File: config.mk
export PLATFORM = sky130hd
export DESIGN_NAME = dma_prio_arb
export DESIGN_NICKNAME = d
export VERILOG_FILES = /design/src/rtl/dma_arb_pkg.sv /design/src/rtl/dma_arb_fixed.sv /design/src/rtl/dma_arb_rr_tier.sv /design/src/rtl/dma_prio_arb.sv
export SDC_FILE = /design/constraint.sdc
export NUM_CORES = 1
export LEC_CHECK = 0
export ABC_CLOCK_PERIOD_IN_PS = 2790
export BUFFER_PORTS_ARGS = -buffer_cell sky130_fd_sc_hd__buf_4
export CAP_MARGIN = 20
export CORE_MARGIN = 4
export CORE_UTILIZATION = 30
export CTS_BUF_LIST = sky130_fd_sc_hd__clkbuf_16
export DETAILED_ROUTE_END_ITERATION = 6
export GPL_TIMING_DRIVEN = 0
export MAX_ROUTING_LAYER = met4
export PLACE_DENSITY_LB_ADDON = 0.12
export SLEW_MARGIN = 20
export SYNTH_ARGS = -nofsm -noshare
export SYNTH_HDL_FRONTEND = slang
export SYNTH_SLANG_ARGS = --single-unit
File: constraint.sdc
create_clock -name clk_i -period 2.79 [get_ports clk_i]
set_clock_uncertainty 0.15 [all_clocks]
set_input_delay 0 -clock clk_i [delete_from_list [all_inputs] [get_ports clk_i]]
set_output_delay 0 -clock clk_i [all_outputs]
set_load 0.005 [all_outputs]
File: src/rtl/dma_arb_pkg.sv
package dma_arb_pkg;

    localparam int unsigned MAX_CH     = 8;
    localparam int unsigned CH_IDX_W   = $clog2(MAX_CH);
    localparam int unsigned TIER_CH    = MAX_CH / 2;
    localparam int unsigned TIER_IDX_W = $clog2(TIER_CH);
    localparam int unsigned NUM_TIERS  = 2;

    typedef enum logic [1:0] {
        POL_LINEAR = 2'd0,
        POL_PERM_A = 2'd1,
        POL_PERM_B = 2'd2,
        POL_ROUND  = 2'd3
    } arb_policy_e;

    typedef struct packed {
        logic [MAX_CH-1:0]                         gnt;
        logic [CH_IDX_W-1:0]                       gnt_id;
        logic                                      valid;
        logic [NUM_TIERS-1:0][TIER_IDX_W-1:0]      ptr;
    } arb_state_t;

    // Channel at a given rank position under a fixed policy.
    // Both groups of four use the same inner permutation.
    function automatic logic [CH_IDX_W-1:0] rank_to_ch(
        input logic [1:0]          pol,
        input logic [CH_IDX_W-1:0] pos
    );
        logic [TIER_IDX_W-1:0] sub;
        sub = pos[TIER_IDX_W-1:0];
        case (pol)
            POL_PERM_A: begin
                case (pos[TIER_IDX_W-1:0])
                    2'd0:    sub = 2'd0;
                    2'd1:    sub = 2'd2;
                    2'd2:    sub = 2'd3;
                    default: sub = 2'd1;
                endcase
            end
            POL_PERM_B: begin
                case (pos[TIER_IDX_W-1:0])
                    2'd0:    sub = 2'd2;
                    2'd1:    sub = 2'd0;
                    2'd2:    sub = 2'd1;
                    default: sub = 2'd3;
                endcase
            end
            default: sub = pos[TIER_IDX_W-1:0];
        endcase
        return {pos[CH_IDX_W-1], sub};
    endfunction

endpackage

File: src/rtl/dma_arb_fixed.sv
module dma_arb_fixed
    import dma_arb_pkg::*;
(
    input  logic [MAX_CH-1:0]   req_i,
    input  logic [1:0]          policy_i,
    output logic                any_o,
    output logic [CH_IDX_W-1:0] idx_o
);

    logic [CH_IDX_W-1:0] cand;

    // Scan from lowest rank to highest: the last hit is the winner.
    always_comb begin
        any_o = 1'b0;
        idx_o = '0;
        cand  = '0;
        for (int p = MAX_CH - 1; p >= 0; p--) begin
            cand = rank_to_ch(policy_i, CH_IDX_W'(p));
            if (req_i[cand]) begin
                any_o = 1'b1;
                idx_o = cand;
            end
        end
    end

endmodule

File: src/rtl/dma_arb_rr_tier.sv
module dma_arb_rr_tier #(
    parameter int unsigned N  = 4,
    parameter int unsigned IW = $clog2(N)
) (
    input  logic [N-1:0]  req_i,
    input  logic [IW-1:0] ptr_i,
    output logic          any_o,
    output logic [IW-1:0] idx_o
);

    logic [IW-1:0] cand;

    // Walk from the farthest offset back to the pointer; the nearest hit wins.
    always_comb begin
        any_o = 1'b0;
        idx_o = '0;
        cand  = '0;
        for (int k = int'(N) - 1; k >= 0; k--) begin
            cand = ptr_i + IW'(k);
            if (req_i[cand]) begin
                any_o = 1'b1;
                idx_o = cand;
            end
        end
    end

endmodule

File: src/rtl/dma_prio_arb.sv
module dma_prio_arb
    import dma_arb_pkg::*;
#(
    parameter int unsigned NUM_CH = 8
) (
    input  logic                clk_i,
    input  logic                rst_ni,
    input  logic [MAX_CH-1:0]   req_i,
    input  logic [1:0]          policy_i,
    input  logic                enable_i,
    input  logic                done_i,
    output logic [MAX_CH-1:0]   gnt_o,
    output logic                gnt_valid_o,
    output logic [CH_IDX_W-1:0] gnt_id_o
);

    localparam int unsigned EFF_CH = (NUM_CH > MAX_CH) ? MAX_CH : NUM_CH;

    logic [MAX_CH-1:0] ch_mask;
    logic [MAX_CH-1:0] req_eff;

    generate
        for (genvar c = 0; c < MAX_CH; c++) begin : g_mask
            assign ch_mask[c] = (c < EFF_CH);
        end
    endgenerate

    assign req_eff = req_i & ch_mask;

    // Fixed-order picker
    logic                fix_any;
    logic [CH_IDX_W-1:0] fix_idx;

    dma_arb_fixed u_fixed (
        .req_i    (req_eff),
        .policy_i (policy_i),
        .any_o    (fix_any),
        .idx_o    (fix_idx)
    );

    // Round-robin pickers, one per tier
    arb_state_t s_q, s_d;

    logic [NUM_TIERS-1:0]                  tier_any;
    logic [NUM_TIERS-1:0][TIER_IDX_W-1:0]  tier_idx;

    generate
        for (genvar t = 0; t < NUM_TIERS; t++) begin : g_tier
            dma_arb_rr_tier #(
                .N  (TIER_CH),
                .IW (TIER_IDX_W)
            ) u_tier (
                .req_i (req_eff[t*TIER_CH +: TIER_CH]),
                .ptr_i (s_q.ptr[t]),
                .any_o (tier_any[t]),
                .idx_o (tier_idx[t])
            );
        end
    endgenerate

    logic                win_any;
    logic [CH_IDX_W-1:0] win_idx;

    always_comb begin
        win_any = 1'b0;
        win_idx = '0;
        if (policy_i == POL_ROUND) begin
            if (tier_any[0]) begin
                win_any = 1'b1;
                win_idx = {1'b0, tier_idx[0]};
            end else if (tier_any[1]) begin
                win_any = 1'b1;
                win_idx = {1'b1, tier_idx[1]};
            end
        end else begin
            win_any = fix_any;
            win_idx = fix_idx;
        end
    end

    // Next-state logic
    always_comb begin
        s_d = s_q;
        if (s_q.valid) begin
            if (done_i) begin
                s_d.valid = 1'b0;
                s_d.gnt   = '0;
                s_d.ptr[s_q.gnt_id[CH_IDX_W-1]] =
                    s_q.gnt_id[TIER_IDX_W-1:0] + TIER_IDX_W'(1);
            end
        end else if (enable_i && win_any) begin
            s_d.valid  = 1'b1;
            s_d.gnt_id = win_idx;
            s_d.gnt    = MAX_CH'(1) << win_idx;
        end
    end

    always_ff @(posedge clk_i or negedge rst_ni) begin
        if (!rst_ni) begin
            s_q <= '0;
        end else begin
            s_q <= s_d;
        end
    end

    assign gnt_o       = s_q.gnt;
    assign gnt_valid_o = s_q.valid;
    assign gnt_id_o    = s_q.gnt_id;

endmodule

==> run summary <==
CP cell instances -> buf_4 -> inv_1 -> ha_1 -> buf_4 -> buf_4 -> a21boi_0 -> a221oi_1 -> o221ai_1 -> a21oi_1 -> nor3_1 -> o31ai_1
clock power share -> 25.9%
WL met2 -> 2.155 mm
Die X-Extent -> 80.92 um
CP Data Required Time -> 2740 ps
clk_lat worst skew -> 240 ps
WL final -> 4.653 mm
Max Slew Vio Count -> 0
vias in the first global route -> 1,565
Synth top area share -> 25.10%
Worst-Margin Slew -> 691.1 ps
sequential share of the synthesized area -> 25.10%
post_cts resized -> 0
Worst path top cell family by delay -> compound AO/OA/AOI/OAI gates
overall power -> 1068 uW
CTS Buf Count -> 3
fin crit period -> 2473 ps
first-pass GRT wire length -> 7.941 mm
H-tree depth -> 1
switch share -> 35.94%
flip-flop and latch count after synthesis -> 16
Setup crit end kind -> register
mapped cell area -> 1595 um^2
Peak VDD IR -> 0.0004602 V
Hold Path Class -> primary input to async pin
pwr/cell area -> 541.7 nW/um^2
largest stage delay on the critical path -> 540 ps
WL/cell -> 15.72 um
gp weighted congestion -> 0.8191
PortBufs -> 24
RSZ-0062 raised after global routing -> false
final-stage net count -> 245
synthesized area per cell -> 8.181 um^2
worst-path maximum fanout -> 10
clock sinks -> 16
switching pwr -> 383.9 uW
internal power -> 684.3 uW
drt via density -> 5.530
final hold vios -> 0
Mapped Cells -> 195
Final setup viols -> 0
Max clock buf depth -> 2
warnings from Yosys -> 0
TritonCTS clock tree -> yes
maximum capacitance violations -> 0
share of cells above drive strength 1 -> 19.47%
CTS Root Cell -> clkbuf_16
synth unique cells -> 55
Most used DFF post-synth -> dfrtp_1
ANT nets after route -> 0
Synth Net Count -> 213
via count -> 1,637
leakage -> 0.0008215 uW
CP max-delay cell -> nor3_1
grt ovf -> 0
Core Area -> 5140 um^2
WP buf/inv -> 4
die area -> 6548 um^2
Clock Pin Slew Worst Setup and Hold Paths -> 50 ps
met3 routed WL -> 223 um
r2r setup slk -> 460 ps
met1 WL -> 2.274 mm
Synth area leader -> dfrtp_1
worst rel slew slack -> 53.71%
worst setup path category -> primary input to register
row count -> 26
Comb power frac -> 41.8%
critical register-to-register path endpoint -> gnt_o[5]
Syn-to-layout area delta -> 23.61%
post-CTS setup buffers -> 0
GRT Resource Usage Total -> 15.74%
status -> finished, final reports clean
Crit path top cell by count -> buf_4
FFs w/ async S/R, synth -> 100.0%
Arrival @ worst endpoint -> 2430 ps
Synth area leaders -> dfrtp_1 (25%), nand2_1 (4.5%), mux2i_1 (4.4%)
CP Launch Type -> primary input
number of flops mapped to enable cells by yosys -> 0
number of remaining DRC errors -> 0
initial antenna violation count -> 0
max frequency -> 404.4 MHz
Starting Density -> 31.04%
hpwl dp -> 3.559 mm
FF-to-FF path depth -> 7
Pre-antenna DRT Iters -> 5
CTS Hold Bufs -> 3
period utilisation layout -> 88.63%
chip height -> 80.92 um
final hold slack -> 6.173 ps
largest net degree at the start of global routing -> 17
initial detailed-routing violation count -> 134
highest metal used -> met3
antenna cells -> 0
Flop pwr share -> 32.3%
io pins -> 26
==> worst max path at each step <==
| stage | start | end | slack [ps] | depth (start not counted) |
|---|---|---|---|---|
| 3_5_place_dp | policy_i[0] | gnt_o[7] | 70 | 11 |
| 2_1_floorplan | policy_i[0] | gnt_o[1] | 660 | 7 |
| 5_1_grt | policy_i[0] | gnt_o[6] | 120 | 11 |
| 3_3_place_gp | policy_i[0] | gnt_o[7] | -30 | 11 |
| 6_report | policy_i[0] | gnt_o[7] | 320 | 11 |
| 4_1_cts | policy_i[0] | gnt_o[6] | 310 | 11 |
==> cells in the mapped netlist, drive strengths merged, types with 3 or more instances <==
master / instances
nand2: 19
a32o: 4
nor3b: 5
nand3: 9
clkbuf: 9
nor2: 6
dfrtp: 16
a32oi: 3
a211o: 3
buf: 7
o31ai: 6
mux2: 3
o21ai: 18
a21oi: 13
inv: 9
ha: 4
nor2b: 5
o211ai: 3
o221ai: 3
and2: 3
a21boi: 4
mux2i: 7
==> layer usage <==
| layer | GRT usage, % | vias to the layer above |
|---|---|---|
| met2 | 23.81 | 45 |
| met3 | 2.550 | 0 |
| met4 | 1.858 | 0 |
| li1 | - | 810 |
| met5 | - | - |
| met1 | 22.73 | 782 |
==> layout make-up <==
class	count	area, um^2
Multi-Input combinational cell	154	1079
Buffer	16	82.58
Timing Repair Buffer	27	210.2
Fill cell	567	3168
Sequential cell	16	400.4
Clock inverter	1	3.754
Clock buffer	3	75.07
Inverter	9	33.78
Tap cell	70	87.58
==> power by group through the flow <==
stage	combinational [uW]	sequential (uW)	clock, uW
2_1_floorplan	297	340	0
3_3_place_gp	448	350	0
3_5_place_dp	444	349	0
4_1_cts	451	345	288
5_1_grt	503	354	298
6_report	446	345	277
==> kinds of logic (layout without fill, tap and decap cells) <==
| group | count (synthesis) | after routing | share of synthesized area (%) |
|---|---|---|---|
| adder cells (fa/ha/maj) | 4 | 4 | 3.137 |
| multiplexers | 12 | 12 | 9.333 |
| AND/OR/NAND/NOR | 64 | 64 | 21.57 |
| buffers and inverters | 25 | 56 | 7.293 |
| AO/OA/AOI/OAI | 73 | 73 | 33.02 |
| flip-flops | 16 | 16 | 25.10 |
| XOR/XNOR | 1 | 1 | 0.5491 |
==> placed cells by master (no fill, tap or decap), types with 3 or more instances in the layout <==
cell / n
a211o_1: 3
a21boi_0: 4
a21oi_1: 13
a32o_1: 4
a32oi_1: 3
buf_2: 3
buf_4: 27
clkbuf_1: 9
clkbuf_16: 3
dfrtp_1: 16
dlygate4sd3_1: 3
ha_1: 4
inv_1: 9
mux2i_1: 7
nand2_1: 19
nand3_1: 9
nor2_1: 6
nor2b_1: 5
nor3b_1: 5
o211ai_1: 3
o21ai_0: 13
o21ai_1: 4
o221ai_1: 3
o31ai_1: 6
==> stage by stage <==
| stage | TNS, ps | worst slack [ps] | cell area [um^2] | std cells | utilization (%) |
|---|---|---|---|---|---|
| 2_1_floorplan | 0 | 659.8 | 1595 | 195 | - |
| 3_3_place_gp | -78.35 | -31.17 | 1863 | 289 | 36.25 |
| 3_5_place_dp | 0 | 68.18 | 1863 | 289 | 36.25 |
| 4_1_cts | 0 | 310.5 | 1972 | 296 | 38.36 |
| 5_1_grt | 0 | 118.2 | 1972 | 296 | 38.36 |
| 6_report | 0 | 317.2 | 1972 | 296 | 38.36 |
No activity file was read; power rests on OpenSTA's default activity.
